File: config.mk
export PLATFORM = sky130hd
export DESIGN_NAME = fsk_byte_reader
export DESIGN_NICKNAME = d
export VERILOG_FILES = /design/src/rtl/fbr_pkg.sv /design/src/rtl/fbr_framer.sv /design/src/rtl/fbr_edge_sync.sv /design/src/rtl/fbr_out_reg.sv /design/src/rtl/fsk_byte_reader.sv
export SDC_FILE = /design/constraint.sdc
export NUM_CORES = 1
export LEC_CHECK = 0
export ABC_AREA = 1
export ABC_CLOCK_PERIOD_IN_PS = 1500
export BUFFER_PORTS_ARGS = -buffer_cell sky130_fd_sc_hd__buf_2
export CAP_MARGIN = 20
export CORE_UTILIZATION = 45
export DETAILED_ROUTE_END_ITERATION = 6
export HOLD_SLACK_MARGIN = 0.02
export PLACE_DENSITY_LB_ADDON = 0.12
export REMOVE_ABC_BUFFERS = 1
export SLEW_MARGIN = 20
export SYNTH_ARGS = -nofsm -noshare
export SYNTH_HDL_FRONTEND = slang
export SYNTH_SLANG_ARGS = --single-unit
File: constraint.sdc
create_clock -name clk -period 1.5 [get_ports clk]
set_input_delay 0.375 -clock clk [delete_from_list [all_inputs] [get_ports clk]]
set_output_delay 0.375 -clock clk [all_outputs]
set_load 0.05 [all_outputs]
File: src/rtl/fbr_pkg.sv
// Shared definitions for the buffered serial character reader.
package fbr_pkg;
    localparam int DATA_BITS  = 8;
    localparam int FRAME_BITS = DATA_BITS + 1;

    typedef enum logic [1:0] {
        FR_IDLE,
        FR_START,
        FR_DATA,
        FR_STOP
    } fr_state_e;
endpackage

File: src/rtl/fbr_framer.sv
// Character framer: finds a start edge, checks it at mid-start, and
// samples each data bit and the stop bit at the middle of its cell.
// Assumes rx_bit is already synchronous to clk and that BIT_CYCLES >= 4.
// Emits a one-cycle load pulse with {stop, data[7:0]} at mid-stop.
module fbr_framer
    import fbr_pkg::*;
#(
    parameter int BIT_CYCLES = 6667
) (
    input  logic                  clk,
    input  logic                  rst_n,
    input  logic                  rx_bit,
    input  logic                  carrier_ok,
    output logic                  ld_o,
    output logic [FRAME_BITS-1:0] frame_o
);
    localparam int CW = $clog2(BIT_CYCLES + 1);
    localparam int IW = $clog2(DATA_BITS + 1);
    localparam logic [CW-1:0] HALF_LAST = CW'(BIT_CYCLES / 2 - 1);
    localparam logic [CW-1:0] FULL_LAST = CW'(BIT_CYCLES - 1);
    localparam logic [IW-1:0] IDX_LAST  = IW'(DATA_BITS - 1);

    fr_state_e            st_q;
    logic [CW-1:0]        cnt_q;
    logic [IW-1:0]        idx_q;
    logic                 rx_q;
    logic [DATA_BITS-1:0] sh_q;

    // Frame state machine, bit timing and data capture.
    always_ff @(posedge clk) begin
        if (!rst_n) begin
            st_q    <= FR_IDLE;
            cnt_q   <= '0;
            idx_q   <= '0;
            rx_q    <= 1'b1;
            sh_q    <= '0;
            ld_o    <= 1'b0;
            frame_o <= '1;
        end else begin
            ld_o <= 1'b0;
            rx_q <= rx_bit;
            if (!carrier_ok) begin
                st_q  <= FR_IDLE;
                cnt_q <= '0;
                idx_q <= '0;
            end else begin
                case (st_q)
                    FR_IDLE: begin
                        if (rx_q && !rx_bit) begin
                            st_q  <= FR_START;
                            cnt_q <= '0;
                        end
                    end
                    FR_START: begin
                        if (cnt_q == HALF_LAST) begin
                            cnt_q <= '0;
                            idx_q <= '0;
                            st_q  <= rx_bit ? FR_IDLE : FR_DATA;
                        end else begin
                            cnt_q <= cnt_q + 1'b1;
                        end
                    end
                    FR_DATA: begin
                        if (cnt_q == FULL_LAST) begin
                            cnt_q <= '0;
                            sh_q  <= {rx_bit, sh_q[DATA_BITS-1:1]};
                            if (idx_q == IDX_LAST) st_q  <= FR_STOP;
                            else                   idx_q <= idx_q + 1'b1;
                        end else begin
                            cnt_q <= cnt_q + 1'b1;
                        end
                    end
                    FR_STOP: begin
                        if (cnt_q == FULL_LAST) begin
                            cnt_q   <= '0;
                            ld_o    <= 1'b1;
                            frame_o <= {rx_bit, sh_q};
                            st_q    <= FR_IDLE;
                        end else begin
                            cnt_q <= cnt_q + 1'b1;
                        end
                    end
                    default: st_q <= FR_IDLE;
                endcase
            end
        end
    end


    false_start_chk: assert property (@(posedge clk) disable iff (!rst_n)
        (st_q == FR_START && cnt_q == HALF_LAST && rx_bit && carrier_ok) |=> st_q == FR_IDLE);


    load_from_stop_chk: assert property (@(posedge clk) disable iff (!rst_n)
        ld_o |-> $past(st_q) == FR_STOP);


    no_load_gated_chk: assert property (@(posedge clk) disable iff (!rst_n)
        !carrier_ok |=> !ld_o);
endmodule

File: src/rtl/fbr_edge_sync.sv
// Synchronizes the asynchronous host read clock into clk and
// produces a one-cycle pulse for each rising edge.
// Assumes host_clk stays high and low for at least SYNC_STAGES+1 clocks each.
module fbr_edge_sync #(
    parameter int SYNC_STAGES = 2
) (
    input  logic clk,
    input  logic rst_n,
    input  logic async_i,
    output logic rise_o
);
    logic [SYNC_STAGES:0] s_q;

    // Synchronizer chain with one extra stage kept for edge detection.
    always_ff @(posedge clk) begin
        if (!rst_n) s_q <= '0;
        else        s_q <= {s_q[SYNC_STAGES-1:0], async_i};
    end

    assign rise_o = s_q[SYNC_STAGES-1] & ~s_q[SYNC_STAGES];


    single_rise_chk: assert property (@(posedge clk) disable iff (!rst_n)
        rise_o |=> !rise_o);
endmodule

File: src/rtl/fbr_out_reg.sv
// Nine-bit output register and ready strobe. Loads on the framer pulse,
// shifts toward bit 0 on each read edge and fills with ones behind.
// The ready strobe lasts HALF_CYCLES clocks unless a read edge ends it first.
// Assumes HALF_CYCLES >= 2.
module fbr_out_reg
    import fbr_pkg::*;
#(
    parameter int HALF_CYCLES = 3333
) (
    input  logic                  clk,
    input  logic                  rst_n,
    input  logic                  carrier_ok,
    input  logic                  ld_i,
    input  logic [FRAME_BITS-1:0] frame_i,
    input  logic                  rise_i,
    output logic                  data_o,
    output logic                  rdy_n_o
);
    localparam int HW = $clog2(HALF_CYCLES + 2);
    localparam logic [HW-1:0] HALF_LAST = HW'(HALF_CYCLES - 1);

    logic [FRAME_BITS-1:0] sreg_q;
    logic [HW-1:0]         hcnt_q;
    logic                  take;

    assign take   = ld_i & carrier_ok;
    assign data_o = sreg_q[0];

    // Parallel load of a new character, else serial shift on a read edge.
    always_ff @(posedge clk) begin
        if (!rst_n)      sreg_q <= '1;
        else if (take)   sreg_q <= frame_i;
        else if (rise_i) sreg_q <= {1'b1, sreg_q[FRAME_BITS-1:1]};
    end

    // Ready strobe: set low on load, released by timer, read edge or carrier loss.
    always_ff @(posedge clk) begin
        if (!rst_n) begin
            rdy_n_o <= 1'b1;
            hcnt_q  <= '0;
        end else if (!carrier_ok) begin
            rdy_n_o <= 1'b1;
        end else if (take) begin
            rdy_n_o <= 1'b0;
            hcnt_q  <= '0;
        end else if (!rdy_n_o) begin
            if (rise_i || hcnt_q == HALF_LAST) rdy_n_o <= 1'b1;
            else                               hcnt_q  <= hcnt_q + 1'b1;
        end
    end

    // Checker-side count of consecutive cycles with the strobe low.
    logic [HW-1:0] lo_run_q;
    always_ff @(posedge clk) begin
        if (!rst_n)        lo_run_q <= '0;
        else if (rdy_n_o)  lo_run_q <= '0;
        else if (take)     lo_run_q <= HW'(1);
        else               lo_run_q <= lo_run_q + 1'b1;
    end


    rdy_fall_chk: assert property (@(posedge clk) disable iff (!rst_n)
        take |=> !rdy_n_o);


    first_bit_chk: assert property (@(posedge clk) disable iff (!rst_n)
        take |=> data_o == $past(frame_i[0]));


    shift_fill_chk: assert property (@(posedge clk) disable iff (!rst_n)
        (rise_i && !take) |=> sreg_q == {1'b1, $past(sreg_q[FRAME_BITS-1:1])});


    early_clear_chk: assert property (@(posedge clk) disable iff (!rst_n)
        (!rdy_n_o && rise_i && !take) |=> rdy_n_o);


    rdy_width_chk: assert property (@(posedge clk) disable iff (!rst_n)
        lo_run_q <= HW'(HALF_CYCLES));


    gated_hold_chk: assert property (@(posedge clk) disable iff (!rst_n)
        (!carrier_ok && !rise_i) |=> (rdy_n_o && $stable(sreg_q)));
endmodule

File: src/rtl/fsk_byte_reader.sv
// Top level of the buffered serial character reader: framer, read-clock
// synchronizer and output register. Assumes rx_bit is synchronous to clk
// and BIT_CYCLES is the nominal bit period in clk cycles.
module fsk_byte_reader
    import fbr_pkg::*;
#(
    parameter int BIT_CYCLES  = 6667,
    parameter int SYNC_STAGES = 2
) (
    input  logic clk,
    input  logic rst_n,
    input  logic rx_bit,
    input  logic carrier_ok,
    input  logic host_clk,
    output logic ser_data,
    output logic rdy_n
);
    localparam int HALF_CYCLES = BIT_CYCLES / 2;

    logic                  ld;
    logic [FRAME_BITS-1:0] frame;
    logic                  rise;

    fbr_framer #(.BIT_CYCLES(BIT_CYCLES)) i_framer (
        .clk       (clk),
        .rst_n     (rst_n),
        .rx_bit    (rx_bit),
        .carrier_ok(carrier_ok),
        .ld_o      (ld),
        .frame_o   (frame)
    );

    fbr_edge_sync #(.SYNC_STAGES(SYNC_STAGES)) i_sync (
        .clk    (clk),
        .rst_n  (rst_n),
        .async_i(host_clk),
        .rise_o (rise)
    );

    fbr_out_reg #(.HALF_CYCLES(HALF_CYCLES)) i_out (
        .clk       (clk),
        .rst_n     (rst_n),
        .carrier_ok(carrier_ok),
        .ld_i      (ld),
        .frame_i   (frame),
        .rise_i    (rise),
        .data_o    (ser_data),
        .rdy_n_o   (rdy_n)
    );
endmodule

==> run metrics <==
min-delay src=host_clk; final setup vio count=0; First-pass DRT Iterations=5; Post-DP HPWL=5390 um; core area=roughly 6500 um^2; initial DRC count=roughly 220; Slew headroom=79.5%; DR vias=3069; Slew @ Worst Pin=0.305 ns; Worst Path Arrival=1.71 ns; Non-Filler Instances=slightly below 600; worst reg2reg path startpoint=i_framer.cnt_q[7]; pwr dens=889 nW/um^2; Detail Route Antenna Nets=0; Peak VDD IR=roughly 0.47 mV; vias per inst=5.23; Max-Cap Viols=0; Syn. warnings=0; Die Area=7260 um^2; DR DRC count=0; maximum clock frequency=689 MHz; critical path fanouts, max=5; Worst path max stage delay=0.33 ns; R2R Setup Slk=0.05 ns; CP Launch Type=flip-flop; CTS max path bufs=2; layout cells sized above 1=a little under a quarter; run status=finished clean; slowest CP cell=dfxtp_1; area delta synth->final=24.2%; Die X=about 85 um; Worst-path clk slew=0.07 ns; area leader, netlist=dfxtp_1; top-count cell post-synth=nand2_1; crit share post-route=96.8%; global-route wire length before repair=12600 um; clock sinks=63; Period minus WS final=about 1.5 ns; synth top area cells=dfxtp_1 40%, nand2_1 14%, nand3_1 8.7%, a21oi_1 7.2%, inv_1 6.0%; cts hold-fix bufs=0; Root Driver=clkbuf_8; largest net degree at the start of global routing=14; CTS tree=built; gpl congestion=0.870; Buf/Inv on CP=2; Design Power=0.00344 W; #FFs+latches synth=between 60 and 70; PortBufs=6; vias in the first global route=2746; Hold Path Depth=3; Crit Path Class=flip-flop to flip-flop; Pleak=1.62 nW; DRT Wirelength=7510 um; EDFF count, synth=0; Top delay family on crit path=simple AND/OR/NAND/NOR gates; top post-synthesis cells by count=116 x nand2_1, 63 x dfxtp_1, 54 x nand3_1; total CTS buffers=9; max-slew violation count=0; ANT cells=0; Req. time, crit path=1.76 ns; wire per inst=roughly 13 um; H-tree depth=3; ys async rst share=0%; RSZ-0062 raised after global routing=true; die extent in y=85.2 um; worst-skew pair later-pin latency=0.35 ns; Mapped Avg Cell Area=between 6 and 7 um^2; Crit. path cell count=9; synthesized area=3110 um^2; boundary pin count=7; CP Cell Sequence=inv_2 > nand2_1 > nor2_4 > nand3_1 > buf_4 > a21oi_1 > nand3_1 > nand2_1 > nor2_1; crit end category=flip-flop; num rows=29; Hold WC Path Type=primary input to flip-flop; worst-case hold path end point=i_sync.s_q[0]; Mapped Cells=452; synth unique cells=29; register area share after synthesis=40.5%; GRT overflow=0; Overall Global Routing Usage=roughly 22%; Setup Skew=0.0104 ns; nets@finish=516; Fin. Hold Viols=0; area fraction of the dominant cell type after synthesis=40.5%; Final Util=59.2%; Worst R2R Path Depth=9; Top FF cell, synth=dfxtp_1; initial antenna violation count=0; Cells after DPL=567; Starting Density=47.7%
## layout by cell type (no fill, tap or decap), types with 3 or more instances in the layout
master    synthesis  routed
o211ai_1          8       8
buf_2             0       6
clkbuf_8          0      11
nor3_1            5       3
nand3_1          54      53
nand3b_1          3       3
nor2_1           36      31
ha_4              0       3
nand2_2           4      11
o21ai_1           2       3
nand2_1         116     108
dfxtp_1          63      57
dfxtp_2           0       6
nand4_1          14      14
o21ai_0          16      14
inv_2             3       8
buf_4             2      46
nor2_2            3       8
inv_1            50      45
a21oi_1          45      42
## report_power, final
group / total (W) / internal (W) / switching, W / leakage [nW]
registers: 0.00170 / 0.00169 / 0.0000101 / 0.513
logic: 0.000183 / 0.0000640 / 0.000119 / 1.01
clock network: 0.00156 / 0.000861 / 0.000695 / 0.0988
## sequential cells by signal, indices dropped and copies added (netlist names), named ones only
signal and flops:
i_framer.frame_o 9, i_framer.ld_o 1, i_framer.rx_q 1, i_framer.idx_q 4
i_framer.sh_q 8, i_sync.s_q 3, i_out.sreg_q 9, i_out.hcnt_q 12
i_framer.cnt_q 13, i_out.rdy_n_o 1, i_framer.st_q 1
## metrics by stage
stage                     area [um^2]  worst slack (ns)  hold slack [ns]  TNS [ns]
final                            3870            0.0483            0.222         0
after global routing             3870           -0.0756            0.240    -0.567
after CTS                        3720          -0.00361            0.220  -0.00361
after detailed placement         3500           -0.0568            0.396    -0.268
after global placement           3500           -0.0678            0.393    -0.244
after floorplan                  3030           -0.0969            0.390     -1.17
## area by class of cell
| class | count | area (um^2) |
|---|---|---|
| sequential | 63 | 1270 |
| clock buffer | 12 | 155 |
| clock inverter | 4 | 53.8 |
| inverter | 54 | 203 |
| fill | 614 | 2660 |
| timing repair buffer | 53 | 395 |
| tap | 77 | 96.3 |
| multi-input combinational | 324 | 1700 |
## worst max-delay path by stage
stage,start,end,slack [ns]
2_1_floorplan,i_framer.cnt_q[0],i_framer.frame_o[8],-0.1
3_3_place_gp,i_framer.cnt_q[0],i_framer.cnt_q[1],-0.07
3_5_place_dp,i_framer.cnt_q[0],i_framer.cnt_q[1],-0.06
4_1_cts,i_framer.cnt_q[0],i_framer.cnt_q[1],-0.004
5_1_grt,i_framer.cnt_q[0],i_framer.idx_q[1],-0.08
6_report,i_framer.cnt_q[7],flip-flop,0.05
## kinds of logic after synthesis
logic type	count (synthesis)	share of synthesized area [%]
AO/OA/AOI/OAI	74	12.8
XOR/XNOR	2	0.563
adder cells (fa/ha/maj)	6	2.41
buffers and inverters	66	9.16
flip-flops	63	40.5
AND/OR/NAND/NOR	241	34.6
## what timing repair did
item                                    4_1_cts  5_1_grt
endpoints found under the setup margin       18       44
resized for setup                             3       42
setup buffers                                 0        3
pin swaps                                     1       13
gates cloned                                  0        1
## tightest hold or removal path: stages
cell and delay, ns:
buf_2 0.08, nand2_1 0.05, inv_1 0.04
## layer usage
metal | GRT usage [%] | vias up | wire length [um]
met5 | 0 | - | 0
met4 | 11.9 | 0 | 140
met3 | 3.21 | 14 | 345
met2 | 32.6 | 57 | 3280
met1 | 31.0 | 1397 | 3740
li1 | - | 1601 | -
Power figures use the tool's default switching activity.
